### config.mk
export PLATFORM = sky130hd
export DESIGN_NAME = uart_regfront
export DESIGN_NICKNAME = d
export VERILOG_FILES = /design/src/rtl/uart_reg_pkg.sv /design/src/rtl/uart_reg_ctrl.sv /design/src/rtl/uart_reg_stat.sv /design/src/rtl/uart_reg_rdmux.sv /design/src/rtl/uart_regfront.sv
export SDC_FILE = /design/constraint.sdc
export NUM_CORES = 1
export LEC_CHECK = 0
export BUFFER_PORTS_ARGS = -buffer_cell sky130_fd_sc_hd__buf_2
export CORE_MARGIN = 2
export CORE_UTILIZATION = 42
export CTS_BUF_LIST = sky130_fd_sc_hd__clkbuf_8
export CTS_CLUSTER_SIZE = 16
export DETAILED_ROUTE_END_ITERATION = 12
export GPL_TIMING_DRIVEN = 1
export PLACE_DENSITY = 0.77
export RECOVER_POWER = 100
export SLEW_MARGIN = 20
export SYNTH_ARGS = -nofsm -noshare
export SYNTH_HDL_FRONTEND = slang
export SYNTH_SLANG_ARGS = --single-unit
### constraint.sdc
create_clock -name clk -period 1.65 [get_ports clk]
set_input_delay 0.33 -clock clk [delete_from_list [all_inputs] [get_ports clk]]
set_output_delay 0.33 -clock clk [all_outputs]
set_load 0.01 [all_outputs]
### src/rtl/uart_reg_pkg.sv
package uart_reg_pkg;
  localparam int IDX_DATA  = 0;
  localparam int IDX_LSR   = 1;
  localparam int IDX_MSR   = 2;
  localparam int IDX_LCR   = 3;
  localparam int IDX_MCR   = 4;
  localparam int IDX_DIVL  = 5;
  localparam int IDX_DIVH  = 6;
  localparam int IDX_ISC   = 7;
  localparam int IDX_TXRES = 8;
  localparam int IDX_RXRES = 9;
  localparam logic [5:0] LCR_RESET = 6'h03;
endpackage

### src/rtl/uart_reg_ctrl.sv
module uart_reg_ctrl
  import uart_reg_pkg::*;
#(
  parameter int IDX_W  = 4,
  parameter int DIVL_W = 16,
  parameter int DIVH_W = 8
) (
  input  logic              clk,
  input  logic              rst,
  input  logic              wr_en,
  input  logic [IDX_W-1:0]  idx,
  input  logic [31:0]       wdata,
  output logic [5:0]        lcr,
  output logic [4:0]        mcr,
  output logic [DIVL_W-1:0] divl,
  output logic [DIVH_W-1:0] divh,
  output logic              rx_ie,
  output logic              tx_ie
);
  logic unused_wbits;
  assign unused_wbits = ^wdata;

  always_ff @(posedge clk) begin
    if (rst) begin
      lcr   <= LCR_RESET;
      mcr   <= '0;
      divl  <= '0;
      divh  <= '0;
      rx_ie <= 1'b0;
      tx_ie <= 1'b0;
    end else if (wr_en) begin
      case (idx)
        IDX_W'(IDX_LCR):  lcr  <= wdata[5:0];
        IDX_W'(IDX_MCR):  mcr  <= wdata[4:0];
        IDX_W'(IDX_DIVL): divl <= wdata[DIVL_W-1:0];
        IDX_W'(IDX_DIVH): divh <= wdata[DIVH_W-1:0];
        IDX_W'(IDX_ISC): begin
          rx_ie <= wdata[5];
          tx_ie <= wdata[4];
        end
        default: ;
      endcase
    end
  end
endmodule

### src/rtl/uart_reg_stat.sv
module uart_reg_stat (
  input  logic clk,
  input  logic rst,
  input  logic lsr_rd,
  input  logic ovr_evt,
  input  logic rx_ie,
  input  logic tx_ie,
  input  logic rx_nempty,
  input  logic tx_nfull,
  output logic ovr_view,
  output logic irq
);
  logic ovr_q;

  // an event in the read cycle is shown by that read, so nothing is lost
  assign ovr_view = ovr_q | ovr_evt;

  always_ff @(posedge clk) begin
    if (rst) begin
      ovr_q <= 1'b0;
      irq   <= 1'b0;
    end else begin
      ovr_q <= lsr_rd ? 1'b0 : ovr_view;
      irq   <= (rx_ie & rx_nempty) | (tx_ie & tx_nfull);
    end
  end
endmodule

### src/rtl/uart_reg_rdmux.sv
module uart_reg_rdmux
  import uart_reg_pkg::*;
#(
  parameter int IDX_W  = 4,
  parameter int DIVL_W = 16,
  parameter int DIVH_W = 8,
  parameter int MSR_W  = 4,
  parameter int CNT_W  = 8
) (
  input  logic              clk,
  input  logic              rst,
  input  logic              rd_en,
  input  logic [IDX_W-1:0]  idx,
  input  logic [7:0]        head_byte,
  input  logic [6:0]        lsr,
  input  logic [MSR_W-1:0]  msr,
  input  logic [5:0]        lcr,
  input  logic [4:0]        mcr,
  input  logic [DIVL_W-1:0] divl,
  input  logic [DIVH_W-1:0] divh,
  input  logic [5:0]        isc,
  input  logic [CNT_W-1:0]  tx_cnt,
  input  logic [CNT_W-1:0]  rx_cnt,
  output logic [31:0]       rdata
);
  logic [31:0] word;

  always_comb begin
    case (idx)
      IDX_W'(IDX_DATA):  word = 32'(head_byte);
      IDX_W'(IDX_LSR):   word = 32'(lsr);
      IDX_W'(IDX_MSR):   word = 32'(msr);
      IDX_W'(IDX_LCR):   word = 32'(lcr);
      IDX_W'(IDX_MCR):   word = 32'(mcr);
      IDX_W'(IDX_DIVL):  word = 32'(divl);
      IDX_W'(IDX_DIVH):  word = 32'(divh);
      IDX_W'(IDX_ISC):   word = 32'(isc);
      IDX_W'(IDX_TXRES): word = 32'(tx_cnt);
      IDX_W'(IDX_RXRES): word = 32'(rx_cnt);
      default:           word = '0;
    endcase
  end

  always_ff @(posedge clk) begin
    if (rst)        rdata <= '0;
    else if (rd_en) rdata <= word;
  end
endmodule

### src/rtl/uart_regfront.sv
module uart_regfront
  import uart_reg_pkg::*;
#(
  parameter int DEPTH  = 128,
  parameter int ADDR_W = 6,
  parameter int DIVL_W = 16,
  parameter int DIVH_W = 8,
  parameter int MSR_W  = 4,
  parameter int CNT_W  = $clog2(DEPTH) + 1
) (
  input  logic              clk,
  input  logic              rst,
  input  logic              bus_sel,
  input  logic              bus_wr,
  input  logic [ADDR_W-1:0] bus_addr,
  input  logic [31:0]       bus_wdata,
  output logic [31:0]       bus_rdata,
  output logic              tx_push,
  output logic [7:0]        tx_data,
  input  logic [CNT_W-1:0]  tx_count,
  input  logic              ser_idle,
  output logic              rx_pop,
  output logic              rx_flush,
  input  logic [7:0]        rx_head_data,
  input  logic              rx_head_brk,
  input  logic              rx_head_frm,
  input  logic              rx_head_par,
  input  logic [CNT_W-1:0]  rx_count,
  input  logic              rx_overrun,
  output logic [1:0]        word_len,
  output logic              two_stop,
  output logic              par_en,
  output logic              par_even,
  output logic              force_brk,
  output logic [DIVL_W-1:0] div_lo,
  output logic [DIVH_W-1:0] div_hi,
  output logic              dtr,
  output logic              rts,
  output logic              dcd,
  output logic              ri,
  input  logic [MSR_W-1:0]  modem_in,
  input  logic              ser_txd,
  output logic              ext_txd,
  input  logic              ext_rxd,
  output logic              des_in,
  output logic              irq
);
  localparam int IDX_W = ADDR_W - 2;
  localparam int NFLAG = 3;

  logic [IDX_W-1:0] idx;
  logic acc_rd, acc_wr, rx_nempty, tx_nfull, tx_empty, lsr_rd;
  logic [5:0] lcr;
  logic [4:0] mcr;
  logic rx_ie, tx_ie, ovr_view;
  logic [NFLAG-1:0] raw_flag, shown_flag;
  logic [6:0] lsr;
  logic [7:0] head_byte;
  logic unused_addr;

  assign idx         = bus_addr[ADDR_W-1:2];
  assign unused_addr = ^bus_addr[1:0];
  assign acc_rd      = bus_sel & ~bus_wr;
  assign acc_wr      = bus_sel & bus_wr;
  assign rx_nempty   = (rx_count != '0);
  assign tx_nfull    = (tx_count < CNT_W'(DEPTH));
  assign tx_empty    = (tx_count == '0) & ser_idle;
  assign lsr_rd      = acc_rd & (idx == IDX_W'(IDX_LSR));

  // queue strobes
  assign tx_push  = acc_wr & (idx == IDX_W'(IDX_DATA)) & tx_nfull;
  assign tx_data  = bus_wdata[7:0];
  assign rx_pop   = acc_rd & (idx == IDX_W'(IDX_DATA)) & rx_nempty;
  assign rx_flush = acc_wr & (idx == IDX_W'(IDX_RXRES));

  // head flags are meaningful only while an entry is present
  assign raw_flag = {rx_head_brk, rx_head_frm, rx_head_par};
  for (genvar g = 0; g < NFLAG; g++) begin : g_flag
    assign shown_flag[g] = raw_flag[g] & rx_nempty;
  end
  assign head_byte = rx_nempty ? rx_head_data : 8'h00;

  assign lsr = {tx_empty, shown_flag[2], shown_flag[1], ovr_view,
                shown_flag[0], rx_nempty, tx_nfull};

  uart_reg_ctrl #(.IDX_W(IDX_W), .DIVL_W(DIVL_W), .DIVH_W(DIVH_W)) u_ctrl (
    .clk(clk), .rst(rst), .wr_en(acc_wr), .idx(idx), .wdata(bus_wdata),
    .lcr(lcr), .mcr(mcr), .divl(div_lo), .divh(div_hi),
    .rx_ie(rx_ie), .tx_ie(tx_ie)
  );

  uart_reg_stat u_stat (
    .clk(clk), .rst(rst), .lsr_rd(lsr_rd), .ovr_evt(rx_overrun),
    .rx_ie(rx_ie), .tx_ie(tx_ie), .rx_nempty(rx_nempty), .tx_nfull(tx_nfull),
    .ovr_view(ovr_view), .irq(irq)
  );

  uart_reg_rdmux #(.IDX_W(IDX_W), .DIVL_W(DIVL_W), .DIVH_W(DIVH_W),
                   .MSR_W(MSR_W), .CNT_W(CNT_W)) u_rdmux (
    .clk(clk), .rst(rst), .rd_en(acc_rd), .idx(idx), .head_byte(head_byte),
    .lsr(lsr), .msr(modem_in), .lcr(lcr), .mcr(mcr), .divl(div_lo),
    .divh(div_hi), .isc({rx_ie, tx_ie, 2'b00, rx_nempty, tx_nfull}),
    .tx_cnt(tx_count), .rx_cnt(rx_count), .rdata(bus_rdata)
  );

  assign word_len  = lcr[1:0];
  assign two_stop  = lcr[2];
  assign par_en    = lcr[3];
  assign par_even  = lcr[4];
  assign force_brk = lcr[5];
  assign dtr       = mcr[0];
  assign rts       = mcr[1];
  assign dcd       = mcr[2];
  assign ri        = mcr[3];

  // loopback turns the serializer back into the deserializer
  assign ext_txd = mcr[4] ? 1'b1 : ser_txd;
  assign des_in  = mcr[4] ? ser_txd : ext_rxd;
endmodule

==> reports/results.md, run 1 <==
* 60 — Cell variety after synth
* 55 — number of sinks on the clock net
* 8.44 sq um — mean instance size in the synthesized netlist
* sky130_fd_sc_hd__dfxtp_1 — dominant cell by count in the synthesized netlist
* 7.51 mm — detailed placer's ending HPWL
* 25.2% — global routing usage summed across all routing layers
* 1370 ps — Crit path arrival time
* 299 — violation count after the first detailed-route iteration
* 0 — number of antenna violations at the first check in global routing
* 5 — number of buffers created by CTS
* sky130_fd_sc_hd__dfxtp_1 — leading area contributor after synthesis
* 586 — placed insts
* 5 — number of detailed-routing iterations run before antenna repair
* 2930 — via count of the first global-routing pass
* output pin — CP endpoint kind
* 0.00298 sq mm — Mapped Area
* 0 — Max-Cap Viols
* 2 — final setup violation count
* 589 MHz — maximum frequency from static timing analysis
* built — clock tree from TritonCTS
* 57.9% — utilization after layout
* 0 — max-slew violations
* 353 — number of instances in the synthesized netlist
* 0.000398 V — maximum ir drop on the vdd rail
* true — RSZ-0062 raised after global routing
* 0 — number of antenna repair diodes
* sky130_fd_sc_hd__dfxtp_1 — most frequently used flop master after synthesis
* sky130_fd_sc_hd__clkbuf_8 — Root Buffer Master
* 30 — number of core rows
* -62.4 ps — final total negative setup slack
* 3 — number of cells traversed by the worst hold path
* 55 — flip-flop and latch count after synthesis
* 4 — worst reg2reg path depth
* 24 — maximum number of pins on one net before global-route repair
* 2 — critical-path maximum fanout
* 100 ps — clock slew at the register clock pins of the worst setup and hold paths
* 88.2 um — Chip Width
* sky130_fd_sc_hd__dfxtp_1, sky130_fd_sc_hd__mux2i_1, sky130_fd_sc_hd__buf_4 — top cells by area in the synthesized netlist
* 577 — final layout net count
* 360 ps — R2R setup slack
* 1700 ps — Final Critical Period
* setup timing — violated checks
* 0.00110 sq mm — Storage cell area
* 88.2 um — Die Ht
* 3204 — total via count after detailed routing
* 0 — total of warnings raised by yosys
* 2 — Clock H-tree levels
* 597 — Post-Layout Cell Count
* 9.81 mm — overall routed net length
* finished with violations — outcome
* u_ctrl.divh[0]$_SDFFE_PP0P_ — RR Startpoint
* 1320 ps — Worst Path Required
* primary input — crit path launch type
* 0.00163 sq mm — footprint of the multi-input gates
* 122 — input/output buffers
* 0.944 — final RePlAce weighted congestion
* 0 — count of flip-flops with a built-in enable after synthesis
* -77.9 ps — worst slack at placement
* 43.6% — initial standard-cell utilization of the core
* 157 — I/O pin count
* -49.0 ps — setup slack of the critical path after layout
* 37.0% — proportion of netlist area held by the largest area contributor
* 0 — Final ANT Viol Nets
* 0 — global-route congestion overflow total
* 640 mW/mm^2 — P per Cell Area
* 37.0% — register area share after synthesis
* 0.00778 sq mm — full die area
* 0.00683 sq mm — Core Area
* in2out — path type of the worst setup path
* 1.60 nW — Lkg Pwr
* sky130_fd_sc_hd__dfxtp_1, sky130_fd_sc_hd__nand2_1, sky130_fd_sc_hd__nor2_1 — most common library cells after synthesis
* 2 — number of buffers on the longest clock path
* 0 — endpoints failing hold
* 26.7% — layout cell share with drive strength beyond 1
* bus_wdata[14] — launch point of the worst hold path
* 15.0 mm — global-route wire length before repair
* 32.9% — layout overhead on the synthesized area
* 5.37 — Via-to-Cell Ratio
* 669 — fillcell total
* 103% — period utilisation layout
* 2.99 ps — Clock Skew
* 300 ps — insertion delay to the later sink of the worst-skew pair
* u_rdmux.rdata[0]$_SDFFE_PP0P_ — end of the worst register-to-register path
* 0 — # DRC
* u_ctrl.divl[14]$_SDFFE_PP0P_ — Endpoint, Worst Hold
* 0% — Synth async-reset ratio
* 16.4 um — routed wire length per instance
* in2reg — worst hold-check path type
==> state kept, by name, summed over array words and instances, names as in the netlist <==
signal / count
u_rdmux.rdata: 16
u_ctrl.tx_ie: 1
u_ctrl.lcr: 6
u_stat.ovr_q: 1
u_stat.irq: 1
u_ctrl.divl: 16
u_ctrl.rx_ie: 1
u_ctrl.divh: 8
u_ctrl.mcr: 5
==> worst max-delay path, stage by stage <==
cell and delay [ps]:
sky130_fd_sc_hd__buf_12 100, sky130_fd_sc_hd__or4_4 560, sky130_fd_sc_hd__a21oi_4 140, sky130_fd_sc_hd__and2_4 150, sky130_fd_sc_hd__buf_6 90
==> metal layers <==
layer  GRT usage, %  wire length (um)  part of all wire (%)  vias to the layer above
met3           3.58               626                   6.4                       16
li1               -                 -                     -                     1529
met5              0                 0                     0                        -
met1           34.4              4230                    43                     1509
met2           40.6              4770                    49                      150
met4           9.23               180                   1.8                        0
==> final cells by class <==
class / count / share of cell area, %
Timing Repair Buffer: 174 / 25.5
Sequential cell: 55 / 27.8
Tap cell: 96 / 3.04
Multi-Input combinational cell: 261 / 41.2
Clock inverter: 3 / 0.411
Inverter: 3 / 0.348
Clock buffer: 5 / 1.74
==> how the worst max path moves through the flow <==
stage	startpoint	to
2_1_floorplan	bus_addr[5]	rx_pop
3_3_place_gp	rx_count[0]	u_rdmux.rdata[5]$_SDFFE_PP0P_
3_5_place_dp	rx_count[0]	u_rdmux.rdata[1]$_SDFFE_PP0P_
4_1_cts	bus_addr[2]	rx_pop
5_1_grt	bus_addr[4]	rx_pop
6_report	bus_addr[4]	rx_pop
==> power breakdown <==
| group | switching, mW | internal, mW | total, mW |
|---|---|---|---|
| registers | 0.00865 | 1.34 | 1.35 |
| clock network | 0.435 | 0.292 | 0.726 |
| logic | 0.252 | 0.206 | 0.458 |
==> what timing repair did <==
action,in CTS,in global routing
pin swaps,2,2
buffers inserted,1,2
setup endpoints to repair,2,3
hold buffers,0,0
resized for setup,9,6
==> metrics by stage <==
| step | power, mW | cell area (sq um) | hold WS [ps] |
|---|---|---|---|
| 6_report | 2.53 | 3960 | 255 |
| 5_1_grt | 2.63 | 3960 | 252 |
| 4_1_cts | 2.54 | 4010 | 250 |
| 3_5_place_dp | 1.81 | 3890 | 463 |
| 3_3_place_gp | 1.81 | 3890 | 455 |
| 2_1_floorplan | 1.62 | 3040 | 460 |
==> logic make-up (layout without fill, tap and decap cells) <==
kind of cell,Yosys count,in the layout,synth area share [%]
simple gates,140,140,23.9
compound gates,79,79,19.7
flops,55,55,37.0
buf+inv,52,185,10.5
mux,26,26,8.82
other cells,1,16,0.126
==> cells in the final DEF, fill, tap and decap left out, drive strengths merged, types with 5 or more instances in the layout <==
| master | synthesis | final |
|---|---|---|
| a22oi | 12 | 12 |
| nor4 | 6 | 6 |
| a21oi | 23 | 23 |
| nand2b | 5 | 5 |
| a32oi | 6 | 6 |
| nor3 | 5 | 5 |
| nand3 | 8 | 8 |
| dfxtp | 55 | 55 |
| buf | 38 | 109 |
| mux2i | 24 | 24 |
| nand2 | 47 | 47 |
| nor2b | 12 | 12 |
| nor2 | 35 | 35 |
| clkbuf | 11 | 70 |
| conb | 1 | 16 |
Note: power is estimated with default switching activity, not from simulation.
==> run 2: changes to the inputs <==
- REMOVE_ABC_BUFFERS: default -> 1
==> run 2 against run 1 <==
The run still ends with setup timing left. Largest power group unchanged. Combinational power fell by 7.6%. Power increased by 0.57%. Wire length barely moved. Fmax up 0.11%. Cell area down 3.3%. Global-route usage down 0.80 points. Hold slack lost 22 ps. Clock-buffer cell count stayed put. Final cell count fell by 1.2%. Highest routed layer unchanged.
==> reports/results.md, run 2 (synthesis results as in run 1) <==
* 1700 ps — Final Critical Period, -1.80 ps
* output pin — CP endpoint kind
* -47.2 ps — setup slack of the critical path after layout, +1.80 ps
* 28.6% — fraction of power spent switching nets, +1.1 points
* sky130_fd_sc_hd__clkbuf_8 — Root Buffer Master
* 2 — critical-path maximum fanout, unchanged
* 30 — number of core rows, unchanged
* 5 — number of buffers created by CTS, unchanged
* 540 ps — Largest stage delay, worst path, -20 ps
* 10.7 ps — Clock Skew, +7.70 ps
* 5 — number of detailed-routing iterations run before antenna repair, unchanged
* 24.4% — global routing usage summed across all routing layers, -0.80 points
* 24.3% — layout cell share with drive strength beyond 1, -2.5 points
* 570 — final layout net count, -1.2%
* 5.56 — Via-to-Cell Ratio, +3.6%
* sky130_fd_sc_hd__clkbuf_1 — most common library cell in the layout ignoring fill and taps
* setup timing — violated checks
* 2942 — via count of the first global-routing pass, +0.41%
* sky130_fd_sc_hd__or4_4 — slowest stage cell, crit path
* 0 — number of hold-repair buffers added at the cts stage, unchanged
* 30.5% — part of the power in the clock network, +1.8 points
* 0.00381 sq mm — area after detailed placement, -2.0%
* 61.0% — Max-slew headroom
* 1.53 nW — Lkg Pwr, -4.4%
* 0.00383 sq mm — summed area of non-filler cells in the final layout, -3.3%
* 410 — violation count after the first detailed-route iteration, +37%
* buf_8 > or4_4 > a21oi_4 > and2_4 > buf_6 — crit path cell chain
* 3279 — total via count after detailed routing, +2.3%
* 88.2 um — Chip Width, unchanged
* in2out — path type of the worst setup path
* 52.9% — Flop pwr share, -0.3 points
* 589 MHz — maximum frequency from static timing analysis, +0.11%
* 0 — Final ANT Viol Nets, unchanged
* sky130_fd_sc_hd__clkbuf_1, sky130_fd_sc_hd__buf_2, sky130_fd_sc_hd__dfxtp_1 — leading cell types in the layout, fill and taps excluded
* 1370 ps — Crit path arrival time, about the same
* primary input — crit path launch type
* 103% — period utilisation layout, -0.11 points
* 728 uW — switching pwr, +4.7%
* u_ctrl.divl x16, u_rdmux.rdata x16, u_ctrl.divh x8 — largest registers
* 28.5% — layout overhead on the synthesized area
* 110 ps — clock slew at the register clock pins of the worst setup and hold paths, about the same
* 30 — maximum number of pins on one net before global-route repair, +25%
* 55 — number of sinks on the clock net, unchanged
* 0.00683 sq mm — Core Area, unchanged
* 0 — max-slew violations, unchanged
* 0.000444 V — maximum ir drop on the vdd rail, +12%
* 43.6% — initial standard-cell utilization of the core, unchanged
* 0 — number of antenna repair diodes, unchanged
* simple AND/OR/NAND/NOR gates — delay-heaviest family, CP
* 0 — number of antenna violations at the first check in global routing, unchanged
* 16.6 um — routed wire length per instance, +1.2%
* 16.6% — combinational share of power, -1.5 points
* 2 — Clock H-tree levels, unchanged
* 585 ps — transition time of the tightest slew-check pin
* 0.00778 sq mm — full die area, unchanged
* 0 — # DRC, unchanged
* in2reg — worst hold-check path type
* true — RSZ-0062 raised after global routing
* 9.81 mm — overall routed net length, about the same
* 2 — Critical path buffers and inverters, unchanged
* 1.82 mW — internal cell power, -0.98%
* 122 — input/output buffers, unchanged
* 0.959 — final RePlAce weighted congestion, +1.6%
* 157 — I/O pin count, unchanged
* 0 — global-route congestion overflow total, unchanged
* built — clock tree from TritonCTS
* 2 — final setup violation count, unchanged
* 1320 ps — Worst Path Required, about the same
* 665 mW/mm^2 — P per Cell Area, +4.0%
* 7.48 mm — detailed placer's ending HPWL, -0.36%
* 88.2 um — Die Ht, unchanged
* 0 — Max-Cap Viols, unchanged
* 14.7 mm — global-route wire length before repair, -1.6%
* 2.55 mW — post-layout power, +0.57%
* finished with violations — outcome
* 320 ps — insertion delay to the later sink of the worst-skew pair, +20 ps
* 0 — endpoints failing hold, unchanged
* 2 — number of buffers on the longest clock path, unchanged
[run 2: area by class of cell]
cell class                 instances  area, sq um
clock buffer                       5         68.8
clock inverter                     3         18.8
fill                             682         3000
inverter                           3         12.5
multi-input combinational        261         1630
sequential                        55         1100
tap                               96          120
timing repair buffer             167          881
[run 2: worst register-to-register path, stage by stage, from the launching register on]
cell and delay [ps]:
sky130_fd_sc_hd__dfxtp_1 330, sky130_fd_sc_hd__mux2_2 260, sky130_fd_sc_hd__a221oi_1 250, sky130_fd_sc_hd__a311o_1 160
sky130_fd_sc_hd__a31oi_1 70
[run 2: repair_timing]
action	4_1_cts	5_1_grt
pin swaps	2	0
setup endpoints to repair	2	3
gates resized for setup	9	1
setup buffers	1	0
[run 2: layer usage]
| metal | global-route usage (%) | part of all wire [%] | up-vias |
|---|---|---|---|
| met5 | 0 | 0 | - |
| met3 | 4.34 | 9.2 | 35 |
| met1 | 32.3 | 41 | 1535 |
| li1 | - | - | 1510 |
| met4 | 9.09 | 3.0 | 0 |
| met2 | 39.7 | 47 | 199 |
[run 2: path summary, 6_finish.rpt]
| kind | startpoint | endpoint | slack (ps) | depth (start not counted) |
|---|---|---|---|---|
| worst min register to register | u_ctrl.divl[8]$_SDFFE_PP0P_ | u_ctrl.divl[8]$_SDFFE_PP0P_ | 480 | 2 |
| worst min-delay path | bus_wdata[8] | u_ctrl.divl[8]$_SDFFE_PP0P_ | 230 | 3 |
| worst max register to register | u_ctrl.divh[0]$_SDFFE_PP0P_ | u_rdmux.rdata[0]$_SDFFE_PP0P_ | 480 | 4 |
| worst max-delay path | bus_addr[3] | rx_pop | -50 | 5 |
[run 2: metrics by stage]
step | setup TNS (ps) | std cells | hold slack, ps | util (%) | setup WS, ps
2_1_floorplan | 0 | 319 | 398 | - | 94.7
3_3_place_gp | -422 | 581 | 455 | 55.8 | -87.2
3_5_place_dp | -1280 | 581 | 461 | 55.8 | -107
4_1_cts | -42.2 | 590 | 240 | 57.6 | -40.1
5_1_grt | -303 | 590 | 239 | 56.0 | -67.1
6_report | -61.6 | 590 | 233 | 56.0 | -47.2
[run 2: power by group through the flow]
stage / logic (mW) / registers (mW) / clock network [mW]
2_1_floorplan: 0.137 / 1.38 / 0
3_3_place_gp: 0.406 / 1.38 / 0
3_5_place_dp: 0.413 / 1.38 / 0
4_1_cts: 0.423 / 1.35 / 0.778
5_1_grt: 0.457 / 1.35 / 0.815
6_report: 0.423 / 1.35 / 0.776
==> run 3: changes to the inputs <==
- CORE_MARGIN: 2 -> default
- CORE_UTILIZATION: 42 -> 50
- PLACE_DENSITY: 0.77 -> 0.85
- clock period: 1.65 -> 2 ns (I/O delays scaled with it)
==> run 3 against run 2 <==
The run now ends clean. Sequential cell count stayed put. Critical path depth is 2 higher. Register-to-register slack improved by 300 ps. Sequential share of layout area is 1.6 points higher. Cell area down 5.2%. Utilization up 8.7 points.
==> reports/results.md, run 3 (synthesis results as in run 1) <==
* bus_addr[4] — launch point of the worst path
* 5 — number of detailed-routing iterations run before antenna repair, unchanged
* 0 — global-route congestion overflow total, unchanged
* 16.3 um — routed wire length per instance, -1.8%
* 0 — number of antenna violations at the first check in global routing, unchanged
* 0 — Final ANT Viol Nets, unchanged
* 559 ps — transition time of the tightest slew-check pin, -25.8 ps
* 2240 ps — Worst Path Required, +920 ps
* 0 — # resized after CTS, -9
* 62.7% — Max-slew headroom, +1.7 points
* primary input — crit path launch type
* in2reg — worst hold-check path type
* 14.1 mm — global-route wire length before repair, -4.4%
* 36.8% — met1 track demand over resource in global routing, +4.5 points
* 0 — endpoints failing hold, unchanged
* 2 — number of buffers on the longest clock path, unchanged
* sky130_fd_sc_hd__clkbuf_1 — most common library cell in the layout ignoring fill and taps
* 284 — violation count after the first detailed-route iteration, -31%
* 3 — worst reg2reg path depth, -1
* sky130_fd_sc_hd__clkbuf_1 — most used cell along the critical path
* 79.2 um — Die Ht, -10%
* 780 ps — R2R setup slack, +300 ps
* buf_2 > clkbuf_1 > nor2b_1 > clkbuf_1 > a32oi_1 > o211a_1 > a41oi_1 — crit path cell chain
* finished, final reports clean — outcome
* 95.0% — period utilisation layout
* 315 ps — worst hold slack after final layout, +81.3 ps
* 555 — final layout net count, -2.6%
* 21.8% — layout overhead on the synthesized area
* 0.00161 sq mm — footprint of the multi-input gates, -0.77%
* 2140 ps — Crit path arrival time, +770 ps
* in2reg — path type of the worst setup path
* 5 — number of buffers created by CTS, unchanged
* 0 — post-CTS repair timing setup buffer count, -1
* u_rdmux.rdata[6]$_SDFFE_PP0P_ — CP endpoint
* built — clock tree from TritonCTS
* 47.9% — M2 GR Usage, +8.2 points
* false — RSZ-0062 raised after global routing
* u_rdmux.rdata[5]$_SDFFE_PP0P_ — end of the worst register-to-register path
* 3130 — total via count after detailed routing, -4.5%
* u_ctrl.divl x16, u_rdmux.rdata x16, u_ctrl.divh x8 — largest registers
* sky130_fd_sc_hd__clkbuf_1, sky130_fd_sc_hd__buf_2, sky130_fd_sc_hd__dfxtp_1 — leading cell types in the layout, fill and taps excluded
* 310 ps — insertion delay to the later sink of the worst-skew pair, about the same
* 0.00627 sq mm — full die area, -19%
* 0 — max-slew violations, unchanged
* 8.75 ps — Clock Skew, -1.94 ps
* 0.000417 V — maximum ir drop on the vdd rail, -6.2%
* 1.41 nW — Lkg Pwr, -7.7%
* 15 — critical-path maximum fanout, +13
* 99.4 ps — setup slack of the critical path after layout, +147 ps
* met2 — most used routing layer
* 39 — maximum number of pins on one net before global-route repair, +30%
* 350 ps — Largest stage delay, worst path, -190 ps
* 19.6% — layout cell share with drive strength beyond 1, -4.7 points
* 0 — # DRC, unchanged
* 0 — Max-Cap Viols, unchanged
* 519 — fillcell total, -24%
* flop — CP endpoint kind
* sky130_fd_sc_hd__clkbuf_8 — Root Buffer Master
* sky130_fd_sc_hd__clkbuf_1 — slowest stage cell, crit path
* 79.2 um — Chip Width, -10%
* 27 — number of core rows, -10%
* 2 — Clock H-tree levels, unchanged
* 122 — input/output buffers, unchanged
* 1900 ps — Final Critical Period
* 562 mW/mm^2 — P per Cell Area, -16%
* 0 — final setup violation count, -2
* 0 — number of hold-repair buffers added at the cts stage, unchanged
* 2.04 mW — post-layout power, -20%
* 55 — number of sinks on the clock net, unchanged
* 157 — I/O pin count, unchanged
* 2899 — via count of the first global-routing pass, -1.5%
* 526 MHz — maximum frequency from static timing analysis
* 6.86 mm — detailed placer's ending HPWL, -8.4%
* 5.52% — global routing met3 resource utilization, +1.2 points
* 5.68 — Via-to-Cell Ratio, +2.2%
* 0.946 — final RePlAce weighted congestion, -1.3%
* 53.1% — initial standard-cell utilization of the core, +9.5 points
* 0 — number of antenna repair diodes, unchanged
* 8.99 mm — overall routed net length, -8.3%
* 0 ps — final total negative setup slack, +61.6 ps
* u_rdmux.rdata[5]$_SDFFE_PP0P_ — RR Startpoint
* 0.00561 sq mm — Core Area, -18%
* 0.00110 sq mm — Storage cell area, unchanged
* 28.9% — global routing usage summed across all routing layers, +4.5 points
* 100 ps — clock slew at the register clock pins of the worst setup and hold paths, about the same
* 93.7 ps — worst slack at placement, +201 ps
## run 3: how the worst min path moves through the flow
stage | from | end | slack, ps | cells after the start
finish | bus_wdata[14] | u_ctrl.divl[14]$_SDFFE_PP0P_ | 310 | 3
global route | bus_wdata[8] | u_ctrl.divl[8]$_SDFFE_PP0P_ | 310 | 3
CTS | bus_wdata[15] | u_ctrl.divl[15]$_SDFFE_PP0P_ | 310 | 3
detailed placement | u_ctrl.divl[12]$_SDFFE_PP0P_ | u_ctrl.divl[12]$_SDFFE_PP0P_ | 460 | 2
global placement | u_ctrl.divl[9]$_SDFFE_PP0P_ | u_ctrl.divl[9]$_SDFFE_PP0P_ | 450 | 2
floorplan | u_stat.ovr_q$_SDFF_PP0_ | u_stat.ovr_q$_SDFF_PP0_ | 450 | 2
## run 3: where the power goes
group | switching [mW] | total, mW | internal, mW
clock network | 0.371 | 0.612 | 0.241
logic | 0.192 | 0.316 | 0.124
registers | 0.00685 | 1.11 | 1.10
total | 0.570 | 2.04 | 1.47
## run 3: stage by stage
stage,util (%),instances,cell area (sq um)
after floorplan,-,319,2740
after global placement,65.5,543,3670
after detailed placement,65.5,543,3670
after CTS,67.0,551,3760
after global routing,64.7,551,3630
final,64.7,551,3630
## run 3: layout make-up
type | count | area share [%]
Sequential cell | 55 | 30.4
Clock buffer | 5 | 1.90
Multi-Input combinational cell | 261 | 44.5
Tap cell | 72 | 2.48
Clock inverter | 3 | 0.448
Timing Repair Buffer | 152 | 20.0
Inverter | 3 | 0.379
## run 3: worst max-delay path: cells and delay by family
family	cells	cell delay, ps
buffers and inverters	3	920
AND/OR/NAND/NOR	1	210
AO/OA/AOI/OAI	3	600
## run 3: metal layers
layer  part of all wire, %  wire, um
met1                    41      3710
met2                    47      4260
met3                   7.9       707
met4                   3.6       322
met5                     0         0
